<file path="src/rtl/bert_tx_pkg.sv">
package bert_tx_pkg;

  typedef enum logic [1:0] {
    MODE_PRBS15 = 2'd0,
    MODE_QRSS   = 2'd1,
    MODE_REPEAT = 2'd2,
    MODE_ALT    = 2'd3
  } bertMode_e;

  // Strobes from control to datapath
  typedef struct packed {
    logic      restart;
    logic      advance;
    logic      flip;
    bertMode_e mode;
  } genCtrl_t;

endpackage

</file>
<file path="src/rtl/bert_lfsr.sv">
module bert_lfsr #(
  parameter int W   = 15,
  parameter int TAP = 14
) (
  input  logic         clk,
  input  logic         rstN,
  input  logic         restart,
  input  logic         step,
  input  logic [W-1:0] seed,
  output logic         msb
);
  logic [W-1:0] stateQ;
  logic [W-1:0] initVal;
  logic         feedback;

  assign initVal  = (|seed) ? seed : {W{1'b1}};
  assign feedback = stateQ[W-1] ^ stateQ[TAP-1];
  assign msb      = stateQ[W-1];

  always_ff @(posedge clk or negedge rstN) begin
    if (!rstN) begin
      stateQ <= {W{1'b1}};
    end else if (restart) begin
      stateQ <= initVal;
    end else if (step) begin
      stateQ <= {stateQ[W-2:0], feedback};
    end
  end
endmodule

</file>
<file path="src/rtl/bert_tx_ctrl.sv">
module bert_tx_ctrl
  import bert_tx_pkg::*;
(
  input  logic       clk,
  input  logic       rstN,
  input  logic       bitEnable,
  input  logic       restartPattern,
  input  logic       errInsert,
  input  logic [1:0] modeSel,
  output genCtrl_t   ctrl,
  output logic       errPending
);
  logic errFlagQ;
  logic errNow;
  logic advance;

  assign advance    = bitEnable & ~restartPattern;
  assign errNow     = errFlagQ | errInsert;
  assign errPending = errFlagQ;

  always_comb begin
    ctrl.restart = restartPattern;
    ctrl.advance = advance;
    ctrl.flip    = advance & errNow;
    ctrl.mode    = bertMode_e'(modeSel);
  end

  // A request waits until a bit is emitted, then it is spent
  always_ff @(posedge clk or negedge rstN) begin
    if (!rstN) begin
      errFlagQ <= 1'b0;
    end else if (advance) begin
      errFlagQ <= 1'b0;
    end else begin
      errFlagQ <= errNow;
    end
  end
endmodule

</file>
<file path="src/rtl/bert_tx_datapath.sv">
module bert_tx_datapath
  import bert_tx_pkg::*;
#(
  parameter int PAT_W      = 32,
  parameter int ALT_W      = 16,
  parameter int ALT_CNT_W  = 8,
  parameter int PRBS_W     = 15,
  parameter int PRBS_TAP   = 14,
  parameter int QRSS_W     = 20,
  parameter int QRSS_TAP   = 17,
  parameter int ZERO_LIMIT = 14,
  localparam int LEN_W     = $clog2(PAT_W),
  localparam int POS_W     = $clog2(ALT_W),
  localparam int ZR_W      = $clog2(ZERO_LIMIT + 1)
) (
  input  logic                 clk,
  input  logic                 rstN,
  input  genCtrl_t             ctrl,
  input  logic [QRSS_W-1:0]    lfsrSeed,
  input  logic [PAT_W-1:0]     patWord,
  input  logic [LEN_W-1:0]     patLenM1,
  input  logic [ALT_W-1:0]     altWordA,
  input  logic [ALT_W-1:0]     altWordB,
  input  logic [ALT_CNT_W-1:0] altRepeatM1,
  output logic                 txBit
);
  logic prbsMsb;
  logic qrssMsb;
  logic prbsStep;
  logic qrssStep;
  logic genBit;
  logic forceOne;

  logic [LEN_W-1:0]     repIdxQ;
  logic [POS_W-1:0]     altPosQ;
  logic [ALT_CNT_W-1:0] altWordsQ;
  logic                 altSelQ;
  logic [ZR_W-1:0]      zeroRunQ;
  logic                 outQ;

  assign prbsStep = ctrl.advance && (ctrl.mode == MODE_PRBS15);
  assign qrssStep = ctrl.advance && (ctrl.mode == MODE_QRSS);

  bert_lfsr #(.W(PRBS_W), .TAP(PRBS_TAP)) uPrbs (
    .clk     (clk),
    .rstN    (rstN),
    .restart (ctrl.restart),
    .step    (prbsStep),
    .seed    (lfsrSeed[PRBS_W-1:0]),
    .msb     (prbsMsb)
  );

  bert_lfsr #(.W(QRSS_W), .TAP(QRSS_TAP)) uQrss (
    .clk     (clk),
    .rstN    (rstN),
    .restart (ctrl.restart),
    .step    (qrssStep),
    .seed    (lfsrSeed),
    .msb     (qrssMsb)
  );

  assign forceOne = (zeroRunQ == ZR_W'(ZERO_LIMIT));

  always_comb begin
    unique case (ctrl.mode)
      MODE_PRBS15: genBit = prbsMsb;
      MODE_QRSS:   genBit = forceOne | qrssMsb;
      MODE_REPEAT: genBit = patWord[repIdxQ];
      default:     genBit = altSelQ ? altWordB[altPosQ] : altWordA[altPosQ];
    endcase
  end

  // Output register and zero-run tracking
  always_ff @(posedge clk or negedge rstN) begin
    if (!rstN) begin
      outQ     <= 1'b0;
      zeroRunQ <= '0;
    end else if (ctrl.restart) begin
      zeroRunQ <= '0;
    end else if (ctrl.advance) begin
      outQ <= genBit ^ ctrl.flip;
      if (qrssStep) begin
        zeroRunQ <= genBit ? '0 : zeroRunQ + 1'b1;
      end
    end
  end

  // Repeating-word index, counts down and wraps to the programmed top
  always_ff @(posedge clk or negedge rstN) begin
    if (!rstN) begin
      repIdxQ <= '1;
    end else if (ctrl.restart) begin
      repIdxQ <= patLenM1;
    end else if (ctrl.advance && (ctrl.mode == MODE_REPEAT)) begin
      repIdxQ <= (repIdxQ == '0) ? patLenM1 : repIdxQ - 1'b1;
    end
  end

  // Alternating-word position, word count and word select
  always_ff @(posedge clk or negedge rstN) begin
    if (!rstN) begin
      altPosQ   <= '1;
      altWordsQ <= '0;
      altSelQ   <= 1'b0;
    end else if (ctrl.restart) begin
      altPosQ   <= '1;
      altWordsQ <= '0;
      altSelQ   <= 1'b0;
    end else if (ctrl.advance && (ctrl.mode == MODE_ALT)) begin
      altPosQ <= altPosQ - 1'b1;
      if (altPosQ == '0) begin
        if (altWordsQ == altRepeatM1) begin
          altWordsQ <= '0;
          altSelQ   <= ~altSelQ;
        end else begin
          altWordsQ <= altWordsQ + 1'b1;
        end
      end
    end
  end

  assign txBit = outQ;
endmodule

</file>
<file path="src/rtl/bert_tx_gen.sv">
module bert_tx_gen
  import bert_tx_pkg::*;
#(
  parameter int NUM_TRIB  = 28,
  parameter int ROUTE_W   = 5,
  parameter int PAT_W     = 32,
  parameter int ALT_W     = 16,
  parameter int ALT_CNT_W = 8,
  parameter int SEED_W    = 20,
  localparam int LEN_W    = $clog2(PAT_W),
  localparam int FRAMER_CODE = NUM_TRIB + 1
) (
  input  logic                 clk,
  input  logic                 rstN,
  input  logic                 bitEnable,
  input  logic                 restartPattern,
  input  logic [1:0]           modeSel,
  input  logic [SEED_W-1:0]    lfsrSeed,
  input  logic [PAT_W-1:0]     patWord,
  input  logic [LEN_W-1:0]     patLenM1,
  input  logic [ALT_W-1:0]     altWordA,
  input  logic [ALT_W-1:0]     altWordB,
  input  logic [ALT_CNT_W-1:0] altRepeatM1,
  input  logic                 errInsert,
  input  logic [ROUTE_W-1:0]   routeSel,
  output logic                 txBit,
  output logic [NUM_TRIB-1:0]  tribData,
  output logic                 framerData
);
  genCtrl_t ctrl;
  logic     errPending;

  bert_tx_ctrl uCtrl (
    .clk            (clk),
    .rstN           (rstN),
    .bitEnable      (bitEnable),
    .restartPattern (restartPattern),
    .errInsert      (errInsert),
    .modeSel        (modeSel),
    .ctrl           (ctrl),
    .errPending     (errPending)
  );

  bert_tx_datapath #(
    .PAT_W     (PAT_W),
    .ALT_W     (ALT_W),
    .ALT_CNT_W (ALT_CNT_W),
    .QRSS_W    (SEED_W)
  ) uData (
    .clk         (clk),
    .rstN        (rstN),
    .ctrl        (ctrl),
    .lfsrSeed    (lfsrSeed),
    .patWord     (patWord),
    .patLenM1    (patLenM1),
    .altWordA    (altWordA),
    .altWordB    (altWordB),
    .altRepeatM1 (altRepeatM1),
    .txBit       (txBit)
  );

  for (genvar k = 0; k < NUM_TRIB; k++) begin : gRoute
    assign tribData[k] = txBit & (routeSel == ROUTE_W'(k + 1));
  end

  assign framerData = txBit & (routeSel == ROUTE_W'(FRAMER_CODE));
endmodule

</file>
<file path="config.mk">
export PLATFORM = sky130hd
export DESIGN_NAME = bert_tx_gen
export DESIGN_NICKNAME = d
export VERILOG_FILES = /design/src/rtl/bert_tx_pkg.sv /design/src/rtl/bert_lfsr.sv /design/src/rtl/bert_tx_ctrl.sv /design/src/rtl/bert_tx_datapath.sv /design/src/rtl/bert_tx_gen.sv
export SDC_FILE = /design/constraint.sdc
export NUM_CORES = 1
export LEC_CHECK = 0
export BUFFER_PORTS_ARGS = -buffer_cell sky130_fd_sc_hd__buf_2
export CAP_MARGIN = 5
export CELL_PAD_IN_SITES_DETAIL_PLACEMENT = 1
export CELL_PAD_IN_SITES_GLOBAL_PLACEMENT = 1
export CORE_UTILIZATION = 37
export DETAILED_ROUTE_END_ITERATION = 10
export PLACE_DENSITY = 0.89
export SKIP_LAST_GASP = 1
export SLEW_MARGIN = 20
export SYNTH_ARGS = -nofsm -noshare
export SYNTH_HDL_FRONTEND = slang
export SYNTH_SLANG_ARGS = --single-unit
</file>
<file path="constraint.sdc">
create_clock -name clk -period 2.7 [get_ports clk]
set_input_delay 0.27 -clock clk [delete_from_list [all_inputs] [get_ports clk]]
set_output_delay 0.27 -clock clk [all_outputs]
set_load 0.005 [all_outputs]
</file>
# --- After elaboration in Yosys (flattened, before gate mapping) ---
# Index checks and enable logic that the tools add are counted.
word_totals:
  regBits: 59
  in_bits: 109
  out_inout_bits: 30
  word_cells: 139
op_classes:
  addsub: 4
  magnitude_cmp: 2
  eq_ne: 34
  muxes: 32
  bitwise_logic: 38
  n_reduce_logical: 20
ops:
  columns: ["cell", "n"]
  rows:
  - ["5-bit == test, second input constant", 14]
  - ["20-bit two-way mux", 3]
  - ["15-bit two-way mux", 3]
  - ["5-bit by 4-bit == test with 1-bit output, second input constant", 8]
  - ["8-bit two-way mux", 4]
  - ["1-bit AND", 31]
  - ["4-bit two-way mux", 6]
  - ["5-bit by 3-bit == test with 1-bit output, second input constant", 4]
  - ["20-bit OR reduction", 1]
  - ["5-bit two-way mux", 3]
  - ["15-bit OR reduction", 1]
  - ["2-bit nonzero test", 7]
  - ["5-bit by 2-bit == test with 1-bit output, second input constant", 2]
  - ["1-bit two-way mux", 9]
  - ["8-bit by 1-bit adder with 8-bit output, second input constant", 1]
  - ["1-bit binary-select mux with 4-bit select", 2]
  - ["8-bit == test", 1]
  - ["5-bit by 6-bit less-than comparator with 1-bit output, second input constant", 1]
  - ["2-bit AND reduction", 3]
  - ["1-bit binary-select mux with 5-bit select", 1]
  - ["5-bit by 1-bit == test with 1-bit output, second input constant", 1]
  - ["5-bit zero test", 1]
  - ["4-bit by 5-bit less-than comparator with 1-bit output, second input constant", 1]
  - ["5-bit by 1-bit subtractor with 5-bit output, second input constant", 1]
  - ["other kinds (13)", 21]

# --- Depth between registers and ports, before layout ---
depth:
  word_depth: 8
  depth_mapped: 10
  mapped_depth_nobuf: 8

# --- Cells and area by module ---
# From an unflattened synthesis, not the netlist that was laid out.
hier_totals:
  cells_unflattened: 440
  hier_area_um2: 4375.4
by_module_without_submodules:
  columns: ["mod", "instances", "cells_per_inst", "area_per_inst_um2"]
  rows:
  - ["bert_tx_datapath", 1, 215, 1984.4]
  - ["bert_lfsr (uData.uQrss)", 1, 98, 1139.8]
  - ["bert_lfsr (uData.uPrbs)", 1, 75, 945.9]
  - ["bert_tx_gen", 1, 43, 215.2]
  - ["bert_tx_ctrl", 1, 9, 90.1]

# --- Worst setup path before layout ---
# No wires, ideal clock.
synth_timing:
  path_kind: "register -> register"
  start: "reg uData.repIdxQ[0]"
  end: "reg uData.zeroRunQ[2]"
  setup_ns: 0.078
  arrival_ns: 2.057
  slack_ns: 0.565
  stages_incl_launch_ff: 8
  n_path_buf: 1
  synth_period_minus_slack_ns: 2.135
  cell_sequence: "dfstp_2 -> buf_6 -> mux4_2 -> a2111oi_2 -> nor2_1 -> a31oi_1 -> nand4b_1 -> a21oi_1"
synth_via:
  elab_chain_len: 7
synth_rtl:
  columns: ["item", "line_no", "text"]
  rows:
  - ["from (decl)", "bert_tx_datapath.sv:34", "logic [LEN_W-1:0] repIdxQ;"]
  - ["from (signal assigned)", "bert_tx_datapath.sv:93", "repIdxQ <= patLenM1;"]
  - ["from (signal assigned)", "bert_tx_datapath.sv:95", "repIdxQ <= (repIdxQ == '0) ? patLenM1 : repIdxQ - 1'b1;"]
  - ["1-bit binary-select mux with 5-bit select", "bert_tx_datapath.sv:68", "MODE_REPEAT: genBit = patWord[repIdxQ];"]
  - ["1-bit two-way mux (implied by the code)", "bert_tx_datapath.sv:68", null]
  - ["1-bit one-hot mux with 3 select lines", "bert_tx_datapath.sv:65", "unique case (ctrl.mode)"]
  - ["4-bit two-way mux", "bert_tx_datapath.sv:83", "zeroRunQ <= genBit ? '0 : zeroRunQ + 1'b1;"]
  - ["4-bit two-way mux", "bert_tx_datapath.sv:82", "if (qrssStep) begin"]
  - ["4-bit two-way mux", "bert_tx_datapath.sv:80", "end else if (ctrl.advance) begin"]
  - ["4-bit two-way mux", "bert_tx_datapath.sv:78", "end else if (ctrl.restart) begin"]
  - ["to (signal assigned)", "bert_tx_datapath.sv:83", null]
  - ["to (decl)", "bert_tx_datapath.sv:38", "logic [ZR_W-1:0] zeroRunQ;"]
# No other way between the ends. The select of a mux whose other input is x is not followed.
# A chain may end at the register's enable or synchronous reset.

# --- Worst setup path in the final report ---
# Ends and elaborated chain as after synthesis.

==> qor.csv <==
stage;metric;value;unit
global_route;grt_pass1_vias;4161;
clock_tree;cts_setup_buffers;0;
finish;multiInputGateArea;0.002346;sq mm
pwr;comb_power_share;0.228;
routing;vias_per_cell;5.395;
min_path;hp-start;patLenM1[4];
sta;finalHoldViolCount;0;
pwr;power.switching;0.7336;mW
critical_path;cp_data_required_time;2960;ps
pwr;peakVddDrop;0.2862;mV
place;gp_congestion;0.7967;
pwr;pwr-share-seq;0.473;
pwr;p_sw_frac;0.3036;
clock_tree;cts-root-buf;clkbuf_8;
sta;period_share;0.8908;
logic_synthesis;ys_ff_latch;59;
finish;synthToLayoutAreaGrowth;23.36;%
sta;rsz0062_at_grt;no;
die;initial_core_util;0.3868;
logic_synthesis;yosysSeqAreaShare;0.3767;
logic_synthesis;ys_types;51;
finish;drive_gt1_frac;0.3635;
logic_synthesis;synth_nets;595;
sta;max_freq;415.8;MHz
place;port_buffers;138;
logic_synthesis;synth_edf_count;0;
global_route;grt_overflow;0;
routing;routed_wl;11870;microns
critical_path;setup.worst_path.start;uData.repIdxQ[0];
logic_synthesis;synthCells;481;
logic_synthesis;synth_xor_area_frac;0.02801;
finish;layout_commonest_cell;buf_2;
critical_path;crit_fanout;12;
critical_path;crit_type;reg2reg;
job;drv_cap;0;
finish;fill_cells;1340;
place;dp_hpwl;9211;microns
clock_tree;cts_made_buffers;9;
routing;vias;4014;
global_route;grt_pass1_wl;19690;microns
sta;setup_ws;294.7;ps
logic_synthesis;synth_ff_type;dfstp_2;
logic_synthesis;ys_async_sr_fraction;1.000;
clock_tree;htree_levels;3;
routing;first_pass_iters;4;
critical_path;start_kind;flop;
pwr;p_int;1.682;mW
sta;setup_violations;0;
die;die_y;106.8;microns
sta;fin_skew;10.27;ps
clock_tree;cts_tree;built;
sta;worstMarginPinSlew;686.5;ps
die;core;0.01051;sq mm
place;placed_area;0.004833;sq mm
die;rows;37;
finish;finalInstanceArea;0.005015;sq mm
logic_synthesis;ys_warn_count;0;
logic_synthesis;synthSimpleGateAreaFrac;0.2662;
finish;final_nets;718;
die;die-area;0.01141;sq mm
min_path;min_path_cells;3;
critical_path;end_kind;flop;
die;die_x;106.8;microns
clock_tree;numClockSinks;59;
routing;wl_per_cell;15.95;microns
pwr;p_clk_frac;0.300;
clock_tree;clkSlewWorstSetupHoldPaths;70;ps
logic_synthesis;synth_top_family_by_area;simple AND/OR/NAND/NOR gates;
sta;fin_hold_ws;155.2;ps
place;dp_slack;286.5;ps
critical_path;rr_worst_depth;6;
min_path;hp-class;in2reg;
clock_tree;clockBufferDepth;2;
routing;drt_iter0_drc;141;
global_route;grt_max_degree;72;
sta;slew-limit-headroom;0.5423;
routing;ant_nets;0;
finish;layout_common_cells;buf_2 (138), nor2_1 (92), nand2_1 (59), dfstp_2 (44), o21ai_0 (32);
place;dpl.cell_count;728;
pwr;p_per_area;481.8;mW/mm^2
status;status;finished, final reports clean;
clock_tree;clkLatencyLatePin;340;ps
finish;final_cells;744;
logic_synthesis;avgSynthCellArea;8.451;sq um
logic_synthesis;synth_compound_area_frac;0.1517;
critical_path;path_cells;mux4_2, a2111oi_2, nor2_1, a31oi_1, nand4b_1, a21oi_1;
sta;post-route-min-period;2405;ps
critical_path;slowest_delay;710;ps
global_route;grt_antenna_before_repair;0;
global_route;track_usage;0.2154;
pwr;leakage;2.274;nW
die;io_pins;139;
finish;ff_latch_area;0.001531;sq mm
finish;diodes;0;
logic_synthesis;synth.cell_area;0.004065;sq mm
logic_synthesis;synthAdderAreaFrac;0.01539;
critical_path;critPathArrivalTime;2660;ps
sta;tns;0;ps
sta;slew_violations;0;
critical_path;timing.rr.start;uData.repIdxQ[0];
logic_synthesis;synthMuxAreaShare;0.1157;
routing;drc;0;
critical_path;crit_slowest_cell;dfstp_2;
[Yosys cell counts, drive strengths merged (2+ instances only)]
cell type | count | area [sq um]
nor3b | 2 | 15.01
nor4 | 9 | 56.30
dfstp | 44 | 1156
a211oi | 2 | 15.01
dfrtp | 15 | 375.4
inv | 8 | 30.03
nand2 | 59 | 221.5
and3 | 5 | 31.28
mux4 | 16 | 379.1
ha | 5 | 62.56
o22a | 5 | 43.79
o31ai | 5 | 52.55
nand4 | 5 | 37.53
nor4b | 2 | 17.52
buf | 9 | 63.81
o21ai | 61 | 305.3
a31oi | 2 | 12.51
nand2b | 10 | 62.56
nor2b | 6 | 52.55
xor2 | 3 | 26.28
xnor2 | 10 | 87.58
nand3 | 13 | 65.06
mux2i | 8 | 80.08
a21oi | 25 | 125.1
nand4b | 3 | 26.28
clkbuf | 25 | 93.84
nand3b | 7 | 52.55
nor3 | 11 | 55.05
nor2 | 92 | 345.3
[what timing repair did]
action,CTS,global route
resized for setup,0,0
hold buffers,1,0
hold endpoints to repair,6,0
[power by group through the flow]
stage	Clock (mW)	Sequential [mW]	Combinational, mW
2_1_floorplan	0	1.09	0.403
3_3_place_gp	0	1.14	0.524
3_5_place_dp	0	1.16	0.554
4_1_cts	0.748	1.14	0.557
5_1_grt	0.785	1.16	0.617
6_report	0.724	1.14	0.550
[path summary, 6_finish.rpt]
path                            slack [ps]                      to
worst max-delay path                   290       uData.zeroRunQ[2]
worst min-delay path                   160        uData.repIdxQ[4]
worst max register to register         290       uData.zeroRunQ[2]
worst min register to register         460   uData.uPrbs.stateQ[6]
max in group asynchronous             1530  uData.uPrbs.stateQ[11]
min in group asynchronous              500       uData.zeroRunQ[1]
[metrics by stage]
stage | total power, mW | util
after floorplan | 1.495 | -
after global placement | 1.668 | 0.4599
after detailed placement | 1.709 | 0.4599
after CTS | 2.447 | 0.4772
after global routing | 2.561 | 0.4772
final | 2.416 | 0.4772
[registers in the layout (all words and copies together) (netlist names)]
name                flops
uData.repIdxQ           5
uData.altWordsQ         8
uData.uQrss.stateQ     20
uData.altSelQ           1
uData.uPrbs.stateQ     15
uCtrl.errPending        1
uData.zeroRunQ          4
uData.altPosQ           4
uData.txBit             1
[layer usage]
layer,global-route usage,vias up,wire length [microns]
met2,0.3894,115,6007
li1,-,1936,-
met3,0.03526,17,598
met1,0.2602,1946,5064
met4,0.06751,0,199
met5,0,-,0
[critical path: cells and delay by family, from the launching register on]
kind             cells  cell delay [ps]
AO/OA/AOI/OAI        3              790
multiplexers         1              580
AND/OR/NAND/NOR      2              250
flip-flops           1              710
[kinds of logic after synthesis]
logic type / count (synthesis)
simple gates: 230
compound gates: 107
flops: 59
buf+inv: 42
mux: 25
xor+xnor: 13
fa+ha+maj: 5
[final cells by class]
cell class	instances	area share
Clock buffer	13	0.03169
Clock inverter	2	0.002495
Inverter	8	0.005988
Multi-Input combinational cell	380	0.4678
Sequential cell	59	0.3054
Tap cell	136	0.03393
Timing Repair Buffer	146	0.1527
(Power assumes the default switching activity.)
